==> src/rtl/irq_prio_pkg.sv <==
package irq_prio_pkg;
  localparam int LVL_W          = 4;
  localparam int FIELDS_PER_REG = 4;
  localparam int DATA_W         = 32;
  localparam int ADDR_W         = 4;
  typedef logic [LVL_W-1:0] level_t;
endpackage

==> src/rtl/irq_prio_regs.sv <==
module irq_prio_regs
  import irq_prio_pkg::*;
#(
  parameter int NUM_SRC = 32
) (
  input  logic                     clk,
  input  logic                     rst_n,
  input  logic                     wr_en,
  input  logic [ADDR_W-1:0]        addr,
  input  logic [DATA_W-1:0]        wdata,
  input  logic [NUM_SRC-1:0]       latch,
  output logic [NUM_SRC*LVL_W-1:0] prio_flat,
  output logic [NUM_SRC-1:0]       edge_mode,
  output logic [NUM_SRC-1:0]       clr_sw,
  output logic [DATA_W-1:0]        rdata
);
  localparam int PRIO_REGS = NUM_SRC / FIELDS_PER_REG;
  localparam int REG_W     = FIELDS_PER_REG * LVL_W;
  localparam int MODE_ADDR = PRIO_REGS;
  localparam int STAT_ADDR = PRIO_REGS + 1;

  logic [PRIO_REGS-1:0][REG_W-1:0] prio_q;
  logic [NUM_SRC-1:0]              mode_q;

  // One storage register per group of four priority fields
  for (genvar r = 0; r < PRIO_REGS; r++) begin : g_prio
    always_ff @(posedge clk or negedge rst_n) begin
      if (!rst_n)
        prio_q[r] <= '0;
      else if (wr_en && addr == ADDR_W'(r))
        prio_q[r] <= wdata[REG_W-1:0];
    end
    assign prio_flat[r*REG_W +: REG_W] = prio_q[r];
  end

  always_ff @(posedge clk or negedge rst_n) begin
    if (!rst_n)
      mode_q <= '0;
    else if (wr_en && addr == ADDR_W'(MODE_ADDR))
      mode_q <= wdata[NUM_SRC-1:0];
  end

  assign edge_mode = mode_q;
  assign clr_sw    = (wr_en && addr == ADDR_W'(STAT_ADDR)) ? wdata[NUM_SRC-1:0] : '0;

  always_comb begin
    rdata = '0;
    for (int r = 0; r < PRIO_REGS; r++)
      if (addr == ADDR_W'(r)) rdata[REG_W-1:0] = prio_q[r];
    if (addr == ADDR_W'(MODE_ADDR)) rdata[NUM_SRC-1:0] = mode_q;
    if (addr == ADDR_W'(STAT_ADDR)) rdata[NUM_SRC-1:0] = latch;
  end
endmodule

==> src/rtl/irq_prio_detect.sv <==
module irq_prio_detect #(
  parameter int NUM_SRC = 32
) (
  input  logic               clk,
  input  logic               rst_n,
  input  logic [NUM_SRC-1:0] irq_in,
  input  logic [NUM_SRC-1:0] edge_mode,
  input  logic [NUM_SRC-1:0] clr_sw,
  input  logic [NUM_SRC-1:0] clr_ack,
  output logic [NUM_SRC-1:0] latch,
  output logic [NUM_SRC-1:0] pending
);
  for (genvar s = 0; s < NUM_SRC; s++) begin : g_src
    logic prev_r;
    logic lat_r;
    logic rise;
    logic clr;

    assign rise = irq_in[s] & ~prev_r;
    assign clr  = clr_sw[s] | clr_ack[s];

    always_ff @(posedge clk or negedge rst_n) begin
      if (!rst_n) begin
        prev_r <= 1'b0;
        lat_r  <= 1'b0;
      end else begin
        prev_r <= irq_in[s];
        // a new edge outranks any clear arriving in the same cycle
        lat_r  <= edge_mode[s] & (rise | (lat_r & ~clr));
      end
    end

    assign latch[s]   = lat_r;
    assign pending[s] = edge_mode[s] ? lat_r : irq_in[s];
  end
endmodule

==> src/rtl/irq_prio_arb.sv <==
module irq_prio_arb
  import irq_prio_pkg::*;
#(
  parameter int NUM_SRC = 32,
  localparam int IDX_W  = $clog2(NUM_SRC)
) (
  input  logic [NUM_SRC-1:0]       pending,
  input  logic [NUM_SRC*LVL_W-1:0] prio_flat,
  output level_t                   best_lvl,
  output logic [IDX_W-1:0]         best_idx
);
  // Ascending scan with a strict compare: the lowest index keeps a tie,
  // and a level of 0 can never beat the initial 0.
  always_comb begin
    best_lvl = '0;
    best_idx = '0;
    for (int i = 0; i < NUM_SRC; i++) begin
      if (pending[i] && prio_flat[i*LVL_W +: LVL_W] > best_lvl) begin
        best_lvl = prio_flat[i*LVL_W +: LVL_W];
        best_idx = IDX_W'(i);
      end
    end
  end
endmodule

==> src/rtl/irq_prio_ctrl.sv <==
module irq_prio_ctrl
  import irq_prio_pkg::*;
#(
  parameter int NUM_SRC  = 32,
  parameter int VEC_W    = 8,
  parameter int VEC_BASE = 64
) (
  input  logic               clk,
  input  logic               rst_n,
  input  logic               reg_wr_en,
  input  logic [3:0]         reg_addr,
  input  logic [31:0]        reg_wdata,
  output logic [31:0]        reg_rdata,
  input  logic [NUM_SRC-1:0] irq_in,
  input  logic [3:0]         cpu_mask,
  output logic               irq_valid,
  input  logic               irq_ready,
  output logic [3:0]         irq_level,
  output logic [VEC_W-1:0]   irq_vector,
  output logic [3:0]         mask_out
);
  localparam int IDX_W = $clog2(NUM_SRC);

  logic [NUM_SRC*LVL_W-1:0] prio_flat;
  logic [NUM_SRC-1:0]       edge_mode;
  logic [NUM_SRC-1:0]       clr_sw;
  logic [NUM_SRC-1:0]       clr_ack;
  logic [NUM_SRC-1:0]       latch;
  logic [NUM_SRC-1:0]       pending;
  logic [NUM_SRC-1:0]       pend_eff;
  level_t                   best_lvl;
  logic [IDX_W-1:0]         best_idx;
  logic [IDX_W-1:0]         idx_q;
  logic                     accept;

  irq_prio_regs #(.NUM_SRC(NUM_SRC)) u_regs (
    .clk       (clk),
    .rst_n     (rst_n),
    .wr_en     (reg_wr_en),
    .addr      (reg_addr),
    .wdata     (reg_wdata),
    .latch     (latch),
    .prio_flat (prio_flat),
    .edge_mode (edge_mode),
    .clr_sw    (clr_sw),
    .rdata     (reg_rdata)
  );

  assign accept  = irq_valid & irq_ready;
  assign clr_ack = accept ? (NUM_SRC'(1) << idx_q) : '0;

  irq_prio_detect #(.NUM_SRC(NUM_SRC)) u_detect (
    .clk       (clk),
    .rst_n     (rst_n),
    .irq_in    (irq_in),
    .edge_mode (edge_mode),
    .clr_sw    (clr_sw),
    .clr_ack   (clr_ack),
    .latch     (latch),
    .pending   (pending)
  );

  // The source being accepted sits out the next arbitration round
  assign pend_eff = pending & ~clr_ack;

  irq_prio_arb #(.NUM_SRC(NUM_SRC)) u_arb (
    .pending   (pend_eff),
    .prio_flat (prio_flat),
    .best_lvl  (best_lvl),
    .best_idx  (best_idx)
  );

  always_ff @(posedge clk or negedge rst_n) begin
    if (!rst_n) begin
      irq_valid  <= 1'b0;
      irq_level  <= '0;
      irq_vector <= '0;
      idx_q      <= '0;
      mask_out   <= '0;
    end else begin
      irq_valid  <= best_lvl > cpu_mask;
      irq_level  <= best_lvl;
      irq_vector <= VEC_W'(VEC_BASE) + VEC_W'(best_idx);
      idx_q      <= best_idx;
      if (accept) mask_out <= irq_level;
    end
  end
endmodule

==> config.mk <==
export PLATFORM = sky130hd
export DESIGN_NAME = irq_prio_ctrl
export DESIGN_NICKNAME = d
export VERILOG_FILES = /design/src/rtl/irq_prio_pkg.sv /design/src/rtl/irq_prio_regs.sv /design/src/rtl/irq_prio_detect.sv /design/src/rtl/irq_prio_arb.sv /design/src/rtl/irq_prio_ctrl.sv
export SDC_FILE = /design/constraint.sdc
export NUM_CORES = 1
export LEC_CHECK = 0
export ABC_AREA = 1
export BUFFER_PORTS_ARGS = -buffer_cell sky130_fd_sc_hd__buf_2
export CAP_MARGIN = 20
export CORE_UTILIZATION = 40
export DETAILED_ROUTE_END_ITERATION = 6
export GPL_TIMING_DRIVEN = 0
export SYNTH_ARGS = -nofsm -noshare
export SYNTH_HDL_FRONTEND = slang
export SYNTH_SLANG_ARGS = --single-unit
==> constraint.sdc <==
create_clock -name clk -period 45.1 [get_ports clk]
set_clock_uncertainty 0.2 [all_clocks]
set_input_delay 4.51 -clock clk [delete_from_list [all_inputs] [get_ports clk]]
set_output_delay 4.51 -clock clk [all_outputs]
set_load 0.005 [all_outputs]
After elaboration in Yosys (flattened, before gate mapping)
Index checks and enable logic that the tools add are counted.
Storage, ports and cells
  word-level logic and storage cells: 499
  register bits: 246
Cells by class
  order comparisons: 33
  equal/unequal tests: 9
  shifts and indexed selects: 1
  reductions and logical operators: 43
  add/sub/neg operators: 1
  muxes and demuxes: 107
  bitwise logic cells: 227
Operators with widths (number)
  two-way mux 4 bit: 40
  > comparator 4 bit: 32
  two-way mux 16 bit: 8
  two-way mux 32 bit: 4
  AND 1 bit: 97
  two-way mux 5 bit: 16
  inverter 1 bit: 64
  OR 1 bit: 64
  logical AND 1 bit: 42
  two-way mux 1 bit: 33
  AND 32 bit: 1
  inverter 32 bit: 1
  << shifter 1 x 5 -> 32 bit, first input constant: 1
  equality test 4 x 3 -> 1 bit, second input constant: 4
  two-way mux 3 bit: 4
  adder 7 x 5 -> 8 bit, first input constant: 1
  equality test 4 x 2 -> 1 bit, second input constant: 2
  equality test 4 bit, second input constant: 2
  equality test 4 x 1 -> 1 bit, second input constant: 1
  > comparator 4 x 1 -> 1 bit, second input constant: 1
  logical NOT 4 bit: 1
  two-way mux 2 bit: 2

Longest topological paths before layout
  depth after elaboration: 100
  mapped depth: 276
  mapped depth without buffers: 265

Hierarchy
A second synthesis with hierarchy kept.
Second synthesis, totals
  cell total of the unflattened synthesis: 2576
  area total of the unflattened synthesis: 18230.0 sq um
By module, submodules not included
  irq_prio_regs: area an instance 7543.5 sq um, cells each 917, seq. area each 4003.8 sq um, times used 1
  irq_prio_arb: area an instance 6454.9 sq um, cells each 1092, seq. area each 0.0 sq um, times used 1
  irq_prio_detect: area an instance 3083.0 sq um, cells each 384, seq. area each 1601.5 sq um, times used 1
  irq_prio_ctrl: area an instance 1148.6 sq um, cells each 183, seq. area each 375.4 sq um, times used 1

Worst setup path after synthesis
Ideal clock, no wire load.
  kind: input to register
  start: in irq_ready
  end: reg irq_valid
  library setup time: 131 ps
  buffers on the path: 10
  required time: 44769 ps
  stages: 263
  setup slack: 10585 ps
  arrival time: 34184 ps
  cells stage by stage: nand2_2 -> nor2_4 -> nand2_2 -> inv_1 -> nor2_1 -> nand2_1 -> ha_1 -> nand2_1 -> nor2_1 -> nor2_4 -> nand3_2 -> nand2_1 -> o21ai_0 -> ha_1 -> inv_1 -> o21bai_1 -> nand4_1 -> nand2_2 -> [... 227 more ...] -> nand2_4 -> nand2_4 -> nand2_1 -> nand2_1 -> ha_1 -> inv_1 -> nor2_1 -> o211ai_1 -> nand2_1 -> nand3_1 -> inv_1 -> nand2_1 -> nand2_1 -> ha_1 -> inv_1 -> nor2_1 -> o21ai_0 -> a32oi_1
Between the ends
  longest elaborated chain between the ends: 100
Ends and longest elaborated chain
  start, declared: RTL line irq_prio_ctrl.sv:17  | input logic irq_ready,
  AND 1 bit (*): RTL line irq_prio_ctrl.sv:49  | assign accept = irq_valid & irq_ready;
  two-way mux 32 bit (*): RTL line irq_prio_ctrl.sv:50  | assign clr_ack = accept ? (NUM_SRC'(1) << idx_q) : '0;
  inverter 32 bit (*): RTL line irq_prio_ctrl.sv:64  | assign pend_eff = pending & ~clr_ack;
  AND 32 bit (*): RTL line irq_prio_ctrl.sv:64
  logical AND 1 bit: RTL line irq_prio_arb.sv:18  | if (pending[i] && prio_flat[i*LVL_W +: LVL_W] > best_lvl) begin
  two-way mux 4 bit: RTL line irq_prio_arb.sv:18
  > comparator 4 bit: RTL line irq_prio_arb.sv:18
  logical AND 1 bit: RTL line irq_prio_arb.sv:18
  [... 85 more ...]
  > comparator 4 bit: RTL line irq_prio_arb.sv:18
  logical AND 1 bit: RTL line irq_prio_arb.sv:18
  two-way mux 4 bit: RTL line irq_prio_arb.sv:18
  > comparator 4 bit: RTL line irq_prio_arb.sv:18
  logical AND 1 bit: RTL line irq_prio_arb.sv:18
  two-way mux 4 bit (*): RTL line irq_prio_arb.sv:18
  via best_lvl[1]: RTL line irq_prio_ctrl.sv:31  | level_t best_lvl;
  > comparator 4 bit (*): RTL line irq_prio_ctrl.sv:81  | irq_valid <= best_lvl > cpu_mask;
  end signal, assigned: RTL line irq_prio_ctrl.sv:81
  end, declared: RTL line irq_prio_ctrl.sv:16  | output logic irq_valid,
Mark *: on every way through the listed nets, which the timed path passes. The rest lies on a longest branch.
A chain may end at the register's enable or synchronous reset.

Worst setup path in the final report
Ends and elaborated chain as after synthesis.

==> qor.yml <==
grt_max_degree: 110
path_delay_family: "simple AND/OR/NAND/NOR gates"
r2r-end: "irq_valid"
cp.buffers_inverters: 39
dieHeight_um: 209
path_class: "in -> reg"
postRouteAntennaNets: 0
die_w_um: 209
clockRootBuffer: "clkbuf_16"
slew_violations: 0
finalHoldViolCount: 0
synth_area_um2: 17100
gp_congestion: 0.956
synth_seq_cells: 239
fin_setup_tns_ps: 0
drive_above_1_share_pct: 15.4
cap_violations: 0
timing.fmax_mhz: 25.8
yosysWarnings: 0
grt_pass1_wl_um: 93400
reg2regPathDepth: 249
vias_per_cell: 5.43
grt_setup_unrepaired: "no"
cts_tree: "built"
slowest_stage: "o21ai_0"
crit-reg2reg-launch: "idx_q[2]"
synth_compound_area_share_pct: 14.7
ys_seq_area_share_pct: 34.9
cts_hold_buf: 0
io_pins: 125
synth.area.top_cells: "dfrtp_1, nand2_1, o21ai_0"
hold_end: "u_regs.prio_flat[56]"
hold_depth: 2
num_vias: 17000
cts_buffer_depth: 3
synthMuxAreaShare_pct: 0.263
status: "complete, no violations"
drt_iter0_drc: 1647
diodes: 0
nets: 2729
end_kind: "register"
grt_util_all_layers_pct: 27.8
io_buffers: 121
post-route-period-util_pct: 86.0
cp_common_cell: "ha_1"
antenna_found_initial: 1
final_cell_mix: "nand2_1, inv_1, o21ai_0"
placed_cell_area_um2: 18500
synth_top_family_by_area: "simple AND/OR/NAND/NOR gates"
hold_path_class: "reg -> reg"
htreeDepth: 1
tightest_slew_ps: 1070
finalCoreUtilization_pct: 45.8
rrSetupSlack_ps: 9840
synthToLayoutAreaGrowth_pct: 12.7
setup_viol: 0
final_common_cell: "nand2_1"
firstDrtPassIters: 5
synthAdderAreaFrac_pct: 6.13
synth-simple-area-share_pct: 34.5
cts_setup_buffers: 0
clk_pin_slew_worst_paths_ps: 60
cp-start-kind: "primary input"
final_area_um2: 19300
synth.avg_cell_area_um2: 7.09
initial_core_util_pct: 40.7
min-delay-start: "u_regs.prio_flat[56]"
yosys.area.top_type: "dfrtp_1"
wl_per_cell_um: 19.4
route.detailed.drc: 0
synth-xor-area-share_pct: 0
cts_resized: 0
netlist.area_leader.share_pct: 34.9
critPathMaxStageDelay_ps: 370
post-route-min-period_ps: 38780
cp.required_ps: 45360
cts.sinks: 239
worst-path-max-fanout: 10
synth_cell_types: 39
gr-total-overflow: 0
drt-total-wl_um: 60800
insertion_delay_ps: 560
slew_headroom_pct: 28.5
dp_hpwl_um: 47400
rows: 75
cts_buffers: 27
die_area_um2: 43700
synth_cells: 2416
core_um2: 42100
grt_pass1_vias: 16000
crit_start: "irq_ready"
crit_arrival_ps: 39040
==> logic make-up (layout without fill, tap and decap cells) <==
family,count (synthesis),after routing
muxes,4,4
buffers and inverters,407,577
AOI/OAI and AO/OA,443,443
DFF,239,239
and+or+nand+nor,1237,1237
adders and majority gates,84,84
other,2,3
==> layout make-up <==
| class | count | area [um^2] |
|---|---|---|
| Fill cell | 4297 | 22800 |
| Multi-Input combinational cell | 1771 | 9530 |
| Sequential cell | 239 | 5980 |
| Inverter | 343 | 1290 |
| Clock buffer | 38 | 757 |
| Tap cell | 539 | 674 |
| Timing Repair Buffer | 123 | 671 |
| Buffer | 64 | 342 |
| Clock inverter | 9 | 67.6 |
==> cell usage after synthesis (all sizes together) <==
| library cell | instances |
|---|---|
| inv | 342 |
| a21oi | 79 |
| a31oi | 3 |
| clkbuf | 48 |
| a2111oi | 4 |
| nor3 | 5 |
| ha | 84 |
| o221ai | 5 |
| buf | 16 |
| nor2 | 162 |
| o21bai | 43 |
| or2 | 1 |
| a41oi | 1 |
| nand3 | 274 |
| nand2 | 764 |
| o22ai | 23 |
| a221oi | 9 |
| nand3b | 2 |
| mux2 | 4 |
| nor4 | 3 |
| a22o | 6 |
| o2111ai | 9 |
| a32oi | 1 |
| a21boi | 1 |
| dfrtp | 239 |
| conb | 2 |
| o21a | 2 |
| o21ai | 252 |
| nand4 | 26 |
| o211ai | 5 |
| clkinv | 1 |
==> sequential cells by signal, indices dropped and copies added, names as in the netlist <==
name                   count
u_regs.prio_flat         128
u_detect.g_src.lat_r      32
u_detect.g_src.prev_r     32
u_regs.edge_mode          32
idx_q                      4
irq_level                  4
mask_out                   4
irq_vector                 2
irq_valid                  1
==> metal layers <==
metal / track usage [%] / wire (um)
met5: 0 / 0
met4: 9.63 / 2210
met3: 3.47 / 4170
met2: 43.9 / 27100
met1: 39.1 / 27300
==> through the flow <==
stage,hold WS (ps),setup slack [ps],instances
3_5_place_dp,273,5760,3079
6_report,284,6320,3126
4_1_cts,287,6170,3126
2_1_floorplan,253,10590,2417
5_1_grt,310,2590,3126
3_3_place_gp,267,6260,3077
==> worst min-delay path, stage by stage, from the launching register on <==
cell and delay, ps:
dfrtp_1 340, nand2_1 50, o21ai_0 60
==> how the worst max path moves through the flow <==
stage,depth (start not counted),to,slack [ps]
after global routing,257,irq_valid,2590
final,249,irq_valid,6320
after floorplan,263,irq_valid,10590
after CTS,243,irq_valid,6170
after detailed placement,245,irq_valid,5760
after global placement,240,irq_valid,6260
Power is left out: the tool's default activity adds up to more than one toggle a clock period on the data nets, which glitch-free logic cannot reach.
